$ cat src/rtl/scan_pkg.sv
package scan_pkg;
    typedef enum logic [2:0] {
        ST_IDLE,
        ST_SHIFT,
        ST_CAP,
        ST_HALT,
        ST_DSHIFT
    } seq_state_t;
endpackage

$ cat src/rtl/scan_cells.sv
module scan_cells #(
    parameter int NCH = 4,
    parameter int LEN = 8
) (
    input  logic           clk,
    input  logic           rst_n,
    input  logic           se,
    input  logic           upd,
    input  logic [NCH-1:0] si,
    input  logic [LEN-1:0] pi,
    output logic [NCH-1:0] so,
    output logic [LEN-1:0] po
);
    localparam int NB = NCH * LEN;

    logic [NB-1:0] w;
    logic [NB-1:0] w_shift;
    logic [NB-1:0] w_func;

    genvar c;
    generate
        for (c = 0; c < NCH; c++) begin : g_chain
            assign w_shift[c*LEN +: LEN] = {w[c*LEN +: LEN-1], si[c]};
            assign so[c] = w[c*LEN + LEN - 1];
        end
    endgenerate

    assign w_func = {w[NB-2:0], w[NB-1]} ^ {NCH{pi}};
    assign po = w[LEN-1:0] ^ w[NB-1 -: LEN];

    always_ff @(posedge clk or negedge rst_n) begin
        if (!rst_n)    w <= '0;
        else if (se)   w <= w_shift;
        else if (upd)  w <= w_func;
    end

    p_hold_r8: assert property (@(posedge clk) disable iff (!rst_n)
        (!se && !upd) |=> $stable(w));
endmodule

$ cat src/rtl/scan_cmp.sv
module scan_cmp #(
    parameter int NCH = 4,
    parameter int ECW = 8
) (
    input  logic           clk,
    input  logic           rst_n,
    input  logic           clr,
    input  logic           en,
    input  logic [NCH-1:0] so,
    input  logic [NCH-1:0] expv,
    output logic           fail,
    output logic [ECW-1:0] errcnt
);
    localparam int EW = ECW + 1;
    localparam logic [EW-1:0] EMAX = {1'b0, {ECW{1'b1}}};

    logic [EW-1:0] add;
    logic [EW-1:0] sum;

    always_comb begin
        add = '0;
        for (int c = 0; c < NCH; c++) add = add + EW'(so[c] ^ expv[c]);
        sum = {1'b0, errcnt} + add;
    end

    always_ff @(posedge clk or negedge rst_n) begin
        if (!rst_n) begin
            fail   <= 1'b0;
            errcnt <= '0;
        end else if (clr) begin
            fail   <= 1'b0;
            errcnt <= '0;
        end else if (en && add != '0) begin
            fail   <= 1'b1;
            errcnt <= (sum > EMAX) ? EMAX[ECW-1:0] : sum[ECW-1:0];
        end
    end

    p_fail_sticky_r7: assert property (@(posedge clk) disable iff (!rst_n)
        (fail && !clr) |=> fail);
    p_err_mono_r7: assert property (@(posedge clk) disable iff (!rst_n)
        !clr |=> errcnt >= $past(errcnt));
endmodule

$ cat src/rtl/scan_fsm.sv
module scan_fsm
    import scan_pkg::*;
#(
    parameter int LEN = 8,
    parameter int PCW = 8
) (
    input  logic           clk,
    input  logic           rst_n,
    input  logic           func_en,
    input  logic           start,
    input  logic [PCW-1:0] npat,
    input  logic           halt,
    input  logic           dump,
    input  logic           load,
    output logic           se,
    output logic           upd,
    output logic           recirc,
    output logic           cmp_en,
    output logic           clr,
    output logic           capture,
    output logic           busy,
    output logic           halted
);
    localparam int CW = (LEN > 1) ? $clog2(LEN) : 1;
    localparam logic [CW-1:0] CLAST = CW'(LEN - 1);

    seq_state_t     state;
    logic [CW-1:0]  cnt;
    logic [PCW-1:0] rem;
    logic           first;
    logic           rec_q;

    always_ff @(posedge clk or negedge rst_n) begin
        if (!rst_n) begin
            state <= ST_IDLE;
            cnt   <= '0;
            rem   <= '0;
            first <= 1'b0;
            rec_q <= 1'b0;
        end else begin
            unique case (state)
                ST_IDLE: begin
                    if (start) begin
                        state <= ST_SHIFT;
                        cnt   <= '0;
                        rem   <= npat;
                        first <= 1'b1;
                    end else if (halt) begin
                        state <= ST_HALT;
                    end
                end
                ST_SHIFT: begin
                    if (cnt == CLAST) begin
                        cnt   <= '0;
                        state <= (rem != '0) ? ST_CAP : ST_IDLE;
                    end else begin
                        cnt <= cnt + 1'b1;
                    end
                end
                ST_CAP: begin
                    rem   <= rem - 1'b1;
                    first <= 1'b0;
                    state <= ST_SHIFT;
                end
                ST_HALT: begin
                    if (dump || load) begin
                        state <= ST_DSHIFT;
                        cnt   <= '0;
                        rec_q <= dump;
                    end else if (!halt) begin
                        state <= ST_IDLE;
                    end
                end
                ST_DSHIFT: begin
                    if (cnt == CLAST) begin
                        cnt   <= '0;
                        state <= ST_HALT;
                    end else begin
                        cnt <= cnt + 1'b1;
                    end
                end
                default: state <= ST_IDLE;
            endcase
        end
    end

    always_comb begin
        se      = 1'b0;
        upd     = 1'b0;
        recirc  = 1'b0;
        cmp_en  = 1'b0;
        clr     = 1'b0;
        capture = 1'b0;
        busy    = 1'b0;
        halted  = 1'b0;
        unique case (state)
            ST_IDLE: begin
                upd = func_en;
                clr = start;
            end
            ST_SHIFT: begin
                se     = 1'b1;
                busy   = 1'b1;
                cmp_en = !first;
            end
            ST_CAP: begin
                upd     = 1'b1;
                capture = 1'b1;
                busy    = 1'b1;
            end
            ST_HALT: halted = 1'b1;
            ST_DSHIFT: begin
                se     = 1'b1;
                halted = 1'b1;
                recirc = rec_q;
            end
            default: ;
        endcase
    end

    p_cap_single_r5: assert property (@(posedge clk) disable iff (!rst_n)
        capture |=> (se && !capture));
    p_cap_after_shift_r5: assert property (@(posedge clk) disable iff (!rst_n)
        $rose(capture) |-> $past(se));
    p_halt_frozen_r8: assert property (@(posedge clk) disable iff (!rst_n)
        halted |-> !upd);
    p_modes_excl_r11: assert property (@(posedge clk) disable iff (!rst_n)
        $onehot0({busy, halted}));
endmodule

$ cat src/rtl/scan_test_seq.sv
module scan_test_seq #(
    parameter int NCH = 4,
    parameter int LEN = 8,
    parameter int PCW = 8,
    parameter int ECW = 8
) (
    input  logic           clk,
    input  logic           rst_n,
    input  logic           func_en,
    input  logic [LEN-1:0] pi,
    output logic [LEN-1:0] po,
    input  logic           tst_start,
    input  logic [PCW-1:0] tst_npat,
    input  logic [NCH-1:0] tst_si,
    input  logic [NCH-1:0] tst_exp,
    output logic [NCH-1:0] so,
    output logic           scan_en,
    output logic           capture,
    output logic           busy,
    output logic           halted,
    output logic           fail,
    output logic [ECW-1:0] errcnt,
    input  logic           dbg_halt,
    input  logic           dbg_dump,
    input  logic           dbg_load
);
    logic           upd;
    logic           recirc;
    logic           cmp_en;
    logic           clr;
    logic [NCH-1:0] cell_si;

    assign cell_si = recirc ? so : tst_si;

    scan_fsm #(.LEN(LEN), .PCW(PCW)) u_fsm (
        .clk(clk), .rst_n(rst_n), .func_en(func_en),
        .start(tst_start), .npat(tst_npat),
        .halt(dbg_halt), .dump(dbg_dump), .load(dbg_load),
        .se(scan_en), .upd(upd), .recirc(recirc), .cmp_en(cmp_en),
        .clr(clr), .capture(capture), .busy(busy), .halted(halted)
    );

    scan_cells #(.NCH(NCH), .LEN(LEN)) u_cells (
        .clk(clk), .rst_n(rst_n), .se(scan_en), .upd(upd),
        .si(cell_si), .pi(pi), .so(so), .po(po)
    );

    scan_cmp #(.NCH(NCH), .ECW(ECW)) u_cmp (
        .clk(clk), .rst_n(rst_n), .clr(clr), .en(cmp_en),
        .so(so), .expv(tst_exp), .fail(fail), .errcnt(errcnt)
    );

    p_start_wins_r11: assert property (@(posedge clk) disable iff (!rst_n)
        (!busy && !halted && tst_start) |=> busy);
endmodule

$ cat config.mk
export PLATFORM = sky130hd
export DESIGN_NAME = scan_test_seq
export DESIGN_NICKNAME = d
export VERILOG_FILES = /design/src/rtl/scan_pkg.sv /design/src/rtl/scan_cells.sv /design/src/rtl/scan_cmp.sv /design/src/rtl/scan_fsm.sv /design/src/rtl/scan_test_seq.sv
export SDC_FILE = /design/constraint.sdc
export NUM_CORES = 1
export LEC_CHECK = 0
export ABC_AREA = 1
export BUFFER_PORTS_ARGS = -buffer_cell sky130_fd_sc_hd__buf_2
export CAP_MARGIN = 20
export CORE_AREA = 2 2 92 94
export CTS_CLUSTER_SIZE = 24
export DETAILED_ROUTE_END_ITERATION = 8
export DIE_AREA = 0 0 94 96
export GPL_TIMING_DRIVEN = 0
export PLACE_DENSITY_LB_ADDON = 0.12
export SLEW_MARGIN = 5
export SYNTH_ARGS = -nofsm -noshare
export SYNTH_HDL_FRONTEND = slang
export SYNTH_SLANG_ARGS = --single-unit
$ cat constraint.sdc
create_clock -name clk -period 3.1 [get_ports clk]
set_input_delay 0.62 -clock clk [delete_from_list [all_inputs] [get_ports clk]]
set_output_delay 0.62 -clock clk [all_outputs]
set_load 0.01 [all_outputs]
==> metrics, run 1 <==
Pwr Density=1280 mW/mm^2; Detailed Route Iter0 Violations=115; mean cell area of the mapped netlist=7.86 um^2; routability congestion estimate=0.850; count of unresolved DRC violations after routing=0; cell with the biggest individual delay on the critical path=sky130_fd_sc_hd__fa_1; largest net degree at the start of global routing=between 50 and 60; vertical extent of the die=96 um; max-slew violations=0; routed length on met2=3700 um; net count after synthesis=489; RSZ-0062 raised after global routing=false; count of synthesis-stage warnings from yosys=0; WL/cell=12.5 um; multiplexer share of the synthesized area=0.00604; time the final worst path needs with I/O delays and setup=2.92 ns; number of filler instances in the final layout=~820; dominant cells by area after synthesis=sky130_fd_sc_hd__dfrtp_1 (41%), sky130_fd_sc_hd__nand2_1 (19%), sky130_fd_sc_hd__xor2_1 (10%); cell mode on critical path=sky130_fd_sc_hd__nand2_1; global-route wire length before repair=13100 um; Synth Cell Area=~0.0035 mm^2; post-layout instance area=0.00416 mm^2; result of the run=finished clean; Slew @ Worst Pin=0.759 ns; Total Nets Final=~550; Synth Instances=about 450; CTS Hold Bufs=0; post-synthesis share of cell area spent on and, or, nand and nor gates=0.299; GRT Residual Overflow=0; detailed-router iteration count before antenna repair=4; setup slack at placement=-0.123 ns; TritonCTS clock tree=done; number of buffers and inverters on the critical path=0; fraction of synthesis flops using an asynchronous set or reset pin=1.00; H-Tree Level Count=3; top metal layer carrying routed signals=met4; met1 layer wirelength in the final routing=approximately 3700 um; ANT cells=0; share of synthesized cell area in full adder, half adder and majority cells=0.0398; Synth Area in XOR/XNOR=0.104; total wire length after detailed routing=7820 um; hold violation total from the final report=0; DIE AREA=0.00902 mm^2; Hold/Removal Path Class=in -> async; share of the synthesized area in the top cell type=0.405; P_leak=2.30 nW; post-CTS repair timing setup buffer count=0; combinational family with the most area after synthesis=simple AND/OR/NAND/NOR gates; data required time of the critical path=between 3 and 4 ns; largest driver fanout on the critical path=6; Clock Root Buffer=sky130_fd_sc_hd__clkbuf_8; fin util=0.517; proportion of layout cells with a drive suffix above 1=0.208; number of cell rows=33; antenna violations before repair=0; gr usage total=0.188; number of maximum-capacitance violations=0; Reg2Reg Setup Slack=0.18 ns; via count of the routed design=2936; area taken by flip-flops and latches=0.00143 mm^2; Top delay family on crit path=adder cells; peak clock frequency supported by timing=343 MHz; sequential cell area fraction in the yosys report=0.405; sinks on the clock net=57; Initial Utilization=0.437; clock network latency to the later pin of the worst-skew pair=0.34 ns; instance area after placement=0.00393 mm^2; VDD IR max=0.493 mV; complex-gate fraction of the synthesized area=0.0586; number of enable-type register cells in the synthesized netlist=0; number of port buffers=54; number of global-route vias before repair=2808; total I/O pin count=56; P&R area growth vs syn=18.2%; Critical Path End Type=register; dominant cell type by area after synthesis=sky130_fd_sc_hd__dfrtp_1; flip-flop and latch count after synthesis=57; Die Wd=roughly 94 um; final worst path period share=0.941; total power consumption of the routed design=between 5 and 6 mW; number of vias per cell=4.71; dominant register cell in the synthesized netlist=sky130_fd_sc_hd__dfrtp_1; sum of net half-perimeters after detailed placement=5530 um; Arr. time, crit path=3.14 ns; antenna viol nets, final=0; area of combinational cells with multiple inputs=0.00180 mm^2; critical-path cell list=xor2_2 -> fa_1 -> ha_1 -> ha_1 -> fa_1 -> nand2_1 -> nand2_1 -> nand3_2 -> nand3_1 -> nand2_1 -> o21ai_0; met3 layer wire length in the routed design=282 um; kind of start point of the critical path=register; Max Buffers Root-to-Sink=2; CP peak stage delay=0.53 ns; Cell variety after synth=38; clock slew seen by the registers of the worst setup and hold paths=0.07 ns; critical setup path kind=reg -> reg; number of clock buffers inserted by TritonCTS=9; Core Box Area=0.00805 mm^2; final clock skew=between 0.009 and 0.01 ns; headroom to the max-slew limit=0.494; Final Setup Violations=0; post-layout worst setup margin=between 0.15 and 0.2 ns
-- Yosys cell counts (3+ instances only) --
| master | count |
|---|---|
| sky130_fd_sc_hd__inv_2 | 4 |
| sky130_fd_sc_hd__o21ai_0 | 12 |
| sky130_fd_sc_hd__nand4_1 | 5 |
| sky130_fd_sc_hd__o21ai_1 | 3 |
| sky130_fd_sc_hd__nor2_1 | 26 |
| sky130_fd_sc_hd__o211ai_1 | 6 |
| sky130_fd_sc_hd__a21oi_1 | 4 |
| sky130_fd_sc_hd__dfrtp_1 | 57 |
| sky130_fd_sc_hd__nand2_1 | 176 |
| sky130_fd_sc_hd__ha_1 | 8 |
| sky130_fd_sc_hd__buf_4 | 7 |
| sky130_fd_sc_hd__nand3_1 | 20 |
| sky130_fd_sc_hd__xor2_1 | 41 |
| sky130_fd_sc_hd__inv_1 | 41 |
| sky130_fd_sc_hd__nor2_4 | 8 |
| sky130_fd_sc_hd__buf_6 | 4 |
-- cells in the final DEF (no fill, tap or decap), drive strengths merged --
cell	count
a21boi	1
a21oi	4
xor2	41
o21a	1
dfrtp	57
o311ai	1
buf	68
nand3	21
ha	8
o22ai	1
xnor2	1
mux2i	1
nor3	1
o21ai	16
clkinv	3
bufinv	2
nor3b	1
mux2	1
a211oi	1
o31ai	1
o211ai	6
a31oi	2
nand2	178
inv	45
fa	2
clkbuf	11
nor2	37
or2	1
nand4	5
-- per-layer routing --
metal	up-vias	track usage
met5	-	0
met4	0	0.0773
met3	12	0.0321
met2	48	0.311
met1	1357	0.246
li1	1519	-
-- cell families (layout without fill, tap and decap cells) --
family          count (synthesis)  count (layout)
simple gates                  244             244
mux                             2               2
flops                          57              57
xor+xnor                       42              42
buf+inv                        59             129
compound gates                 34              34
fa+ha+maj                      10              10
-- worst register-to-register path: cells and delay by family, from the launching register on --
kind / cells / cell delay [ns]
DFF: 1 / 0.48
and+or+nand+nor: 5 / 0.54
AOI/OAI and AO/OA: 1 / 0.07
adders and majority gates: 4 / 1.54
xor gates and xnor gates: 1 / 0.18
-- worst paths after layout --
path | start | to | depth (start not counted)
worst max-delay path | u_cells.w[7] | u_cmp.errcnt[3] | 11
worst min-delay path | rst_n | u_fsm.rem[5] | 1
worst max register to register | u_cells.w[7] | u_cmp.errcnt[3] | 11
min in group clk | u_cmp.fail | u_cmp.fail | 2
max in group asynchronous | rst_n | u_cells.w[31] | 1
worst min register to register | u_cmp.fail | u_cmp.fail | 2
-- area by class of cell --
cell class	instances	share of cell area
clock buffer	11	0.0340
tap	105	0.0316
clock inverter	5	0.0189
inverter	45	0.0406
sequential	57	0.344
timing repair buffer	54	0.0655
buffer	14	0.0328
multi-input combinational	332	0.433
-- registers in the layout (all words and copies together), names as in the netlist --
| register | count |
|---|---|
| u_cells.w | 32 |
| u_cmp.errcnt | 8 |
| u_fsm.rem | 8 |
| u_fsm.cnt | 3 |
| u_fsm.state | 3 |
| u_cmp.fail | 1 |
| u_fsm.first | 1 |
| u_fsm.rec_q | 1 |
-- report_power, final --
group / switching [mW] / internal, mW / leakage (nW)
clock: 0.311 / 0.473 / 0.113
sequential: 0.339 / 1.12 / 0.709
combinational: 1.83 / 1.25 / 1.47
total: 2.48 / 2.85 / 2.30
-- metrics by stage --
| step | hold WS, ns | TNS [ns] | cells |
|---|---|---|---|
| finish | 0.339 | 0 | 623 |
| global route | 0.420 | 0 | 623 |
| CTS | 0.376 | 0 | 623 |
| detailed placement | 0.485 | -0.481 | 607 |
| global placement | 0.471 | -0.517 | 607 |
| floorplan | 0.324 | 0 | 448 |
-- timing repair --
action                     CTS  global route
setup endpoints to repair    0             6
hold endpoints to repair     0             0
gates resized for setup      0             5
Power figures use the tool's default switching activity.
==> run 2: changes to the inputs <==
--- a/config.mk
+++ b/config.mk
@@ -8,10 +8,10 @@
 export ABC_AREA = 1
 export BUFFER_PORTS_ARGS = -buffer_cell sky130_fd_sc_hd__buf_2
 export CAP_MARGIN = 20
-export CORE_AREA = 2 2 92 94
+export CORE_AREA = 2 2 78 110
 export CTS_CLUSTER_SIZE = 24
 export DETAILED_ROUTE_END_ITERATION = 8
-export DIE_AREA = 0 0 94 96
+export DIE_AREA = 0 0 80 112
 export GPL_TIMING_DRIVEN = 0
 export PLACE_DENSITY_LB_ADDON = 0.12
 export SLEW_MARGIN = 5
==> run 2 against run 1 <==
Maximum frequency rose by 2.5%. Combinational power barely moved. Die area fell by 0.71%.
==> metrics, run 2 (synthesis gave the netlist of run 1 again) <==
result of the run=finished clean; data required time of the critical path=3.30 ns (-0.03 ns); final worst path period share=0.917 (-0.0234); met1 layer wirelength in the final routing=3260 um (-12%); Total Nets Final=554 (unchanged); CTS Hold Bufs=0 (unchanged); Final Setup Violations=0 (unchanged); number of vias per cell=4.84 (+2.6%); sum of net half-perimeters after detailed placement=5640 um (+2.0%); cell with the biggest individual delay on the critical path=sky130_fd_sc_hd__fa_1; largest driver fanout on the critical path=6 (unchanged); routability congestion estimate=0.800 (-5.9%); highest-count cells in the layout ignoring fill and taps=sky130_fd_sc_hd__nand2_1 (175), sky130_fd_sc_hd__dfrtp_1 (56), sky130_fd_sc_hd__buf_2 (53); DIE AREA=0.00896 mm^2 (-0.71%); Core Box Area=0.00800 mm^2 (-0.61%); number of flip-flops under the largest register name=32 (unchanged); TritonCTS clock tree=done; max-slew violations=0 (unchanged); number of maximum-capacitance violations=0 (unchanged); proportion of layout cells with a drive suffix above 1=0.200 (-0.00888); number of buffers and inverters on the critical path=0 (unchanged); gr usage total=0.193 (+0.00486); top register by number of flip-flops=u_cells.w; largest net degree at the start of global routing=58 (unchanged); clock slew seen by the registers of the worst setup and hold paths=0.05 ns (-0.02 ns); RSZ-0062 raised after global routing=false; kind of start point of the critical path=register; critical setup path kind=reg -> reg; WL/cell=12.7 um (+1.1%); peak clock frequency supported by timing=352 MHz (+2.5%); Regs by FF count=u_cells.w x32, u_cmp.errcnt x8, u_fsm.rem x8; total wire length after detailed routing=7840 um (+0.31%); P&R area growth vs syn=19.3%; top metal layer carrying routed signals=met4; area taken by flip-flops and latches=0.00143 mm^2 (-0.17%); antenna violations before repair=0 (unchanged); Critical Path End Type=register; Hold/Removal Path Class=in -> async; Arr. time, crit path=3.05 ns (-0.09 ns); CP peak stage delay=0.53 ns (about the same); hold violation total from the final report=0 (unchanged); P_leak=2.31 nW (+0.76%); fin util=0.525 (+0.00816); VDD IR max=0.600 mV (+22%); Pwr Density=1290 mW/mm^2 (+1.1%); count of unresolved DRC violations after routing=0 (unchanged); Clock Root Buffer=sky130_fd_sc_hd__clkbuf_16; Slew @ Worst Pin=0.744 ns (-0.0154 ns); vertical extent of the die=112 um (+17%); antenna viol nets, final=0 (unchanged); final clock skew=0.00541 ns (-0.00452 ns); met3 layer wire length in the routed design=385 um (+37%); critical-path cell list=xor2_2 -> fa_1 -> ha_1 -> ha_1 -> fa_1 -> nand2_1 -> nand2_2 -> nand3_2 -> nand3_1 -> nand2_1 -> o21ai_0; Top delay family on crit path=adder cells; total I/O pin count=56 (unchanged); number of filler instances in the final layout=783 (-4.6%); number of port buffers=54 (unchanged); routed length on met2=4030 um (+8.9%); number of clock buffers inserted by TritonCTS=9 (unchanged); most common cell after layout, fill and taps aside=sky130_fd_sc_hd__nand2_1; Max Buffers Root-to-Sink=2 (unchanged); global-route wire length before repair=13500 um (+3.3%); sinks on the clock net=57 (unchanged); headroom to the max-slew limit=0.504 (+0.0103); worst hold slack=0.357 ns (+0.0180 ns); H-Tree Level Count=3 (unchanged); number of global-route vias before repair=2967 (+5.7%); Initial Utilization=0.440 (+0.00267); Die Wd=80 um (-15%); via count of the routed design=2989 (+1.8%); Detailed Route Iter0 Violations=134 (+17%); ANT cells=0 (unchanged); clock network latency to the later pin of the worst-skew pair=0.32 ns (-0.02 ns); area of combinational cells with multiple inputs=0.00180 mm^2 (+0.14%); time the final worst path needs with I/O delays and setup=2.84 ns (-0.0725 ns); detailed-router iteration count before antenna repair=6 (+2); number of cell rows=39 (+18%); GRT Residual Overflow=0 (unchanged)
==> run 2: changes by cell type in the layout (fill, tap and decap cells not counted), sizes merged <==
cell    change
clkbuf      +3
clkinv      -3
bufinv      -2
==> run 2: layer usage <==
metal / GRT usage / vias up
li1: - / 1521
met1: 0.229 / 1375
met2: 0.337 / 80
met3: 0.0397 / 13
met4: 0.0734 / 0
met5: 0 / -
==> run 2: stage by stage <==
step                setup TNS, ns  setup WS [ns]  power, mW  cells  area (um^2)
finish                          0          0.256       5.44    618         4200
global route                    0         0.0576       6.03    618         4200
CTS                             0         0.0694       5.51    618         4190
detailed placement         -0.561         -0.130       4.58    604         3920
global placement           -0.506         -0.128       4.54    604         3920
floorplan                       0          0.196       3.76    448         3520
==> run 2: final cells by class <==
cell class | count | share of cell area
Buffer | 14 | 0.0325
Tap cell | 102 | 0.0304
Sequential cell | 57 | 0.340
Timing Repair Buffer | 54 | 0.0649
Inverter | 45 | 0.0402
Multi-Input combinational cell | 332 | 0.429
Clock buffer | 14 | 0.0628
==> run 2: power by group <==
part / switching, mW / total (mW) / internal [mW]
Sequential: 0.336 / 1.46 / 1.12
Clock: 0.317 / 0.891 / 0.575
Combinational: 1.83 / 3.08 / 1.25
==> run 2: final timing paths <==
| path | start | to | slack, ns | cells past startpoint |
|---|---|---|---|---|
| max in group asynchronous | rst_n | u_cells.w[7] | 2.20 | 1 |
| setup / recovery | u_cells.w[7] | u_cmp.errcnt[3] | 0.26 | 11 |
| min in group clk | u_fsm.cnt[0] | u_fsm.cnt[0] | 0.49 | 1 |
| hold reg to reg | u_fsm.cnt[0] | u_fsm.cnt[0] | 0.49 | 1 |
| hold / removal | rst_n | u_fsm.rem[5] | 0.36 | 1 |
| setup reg to reg | u_cells.w[7] | u_cmp.errcnt[3] | 0.26 | 11 |
==> run 2: what timing repair did <==
| action | CTS | global route |
|---|---|---|
| endpoints found under the setup margin | 0 | 6 |
| gates resized for setup | 0 | 4 |
| buffers inserted | 0 | 0 |
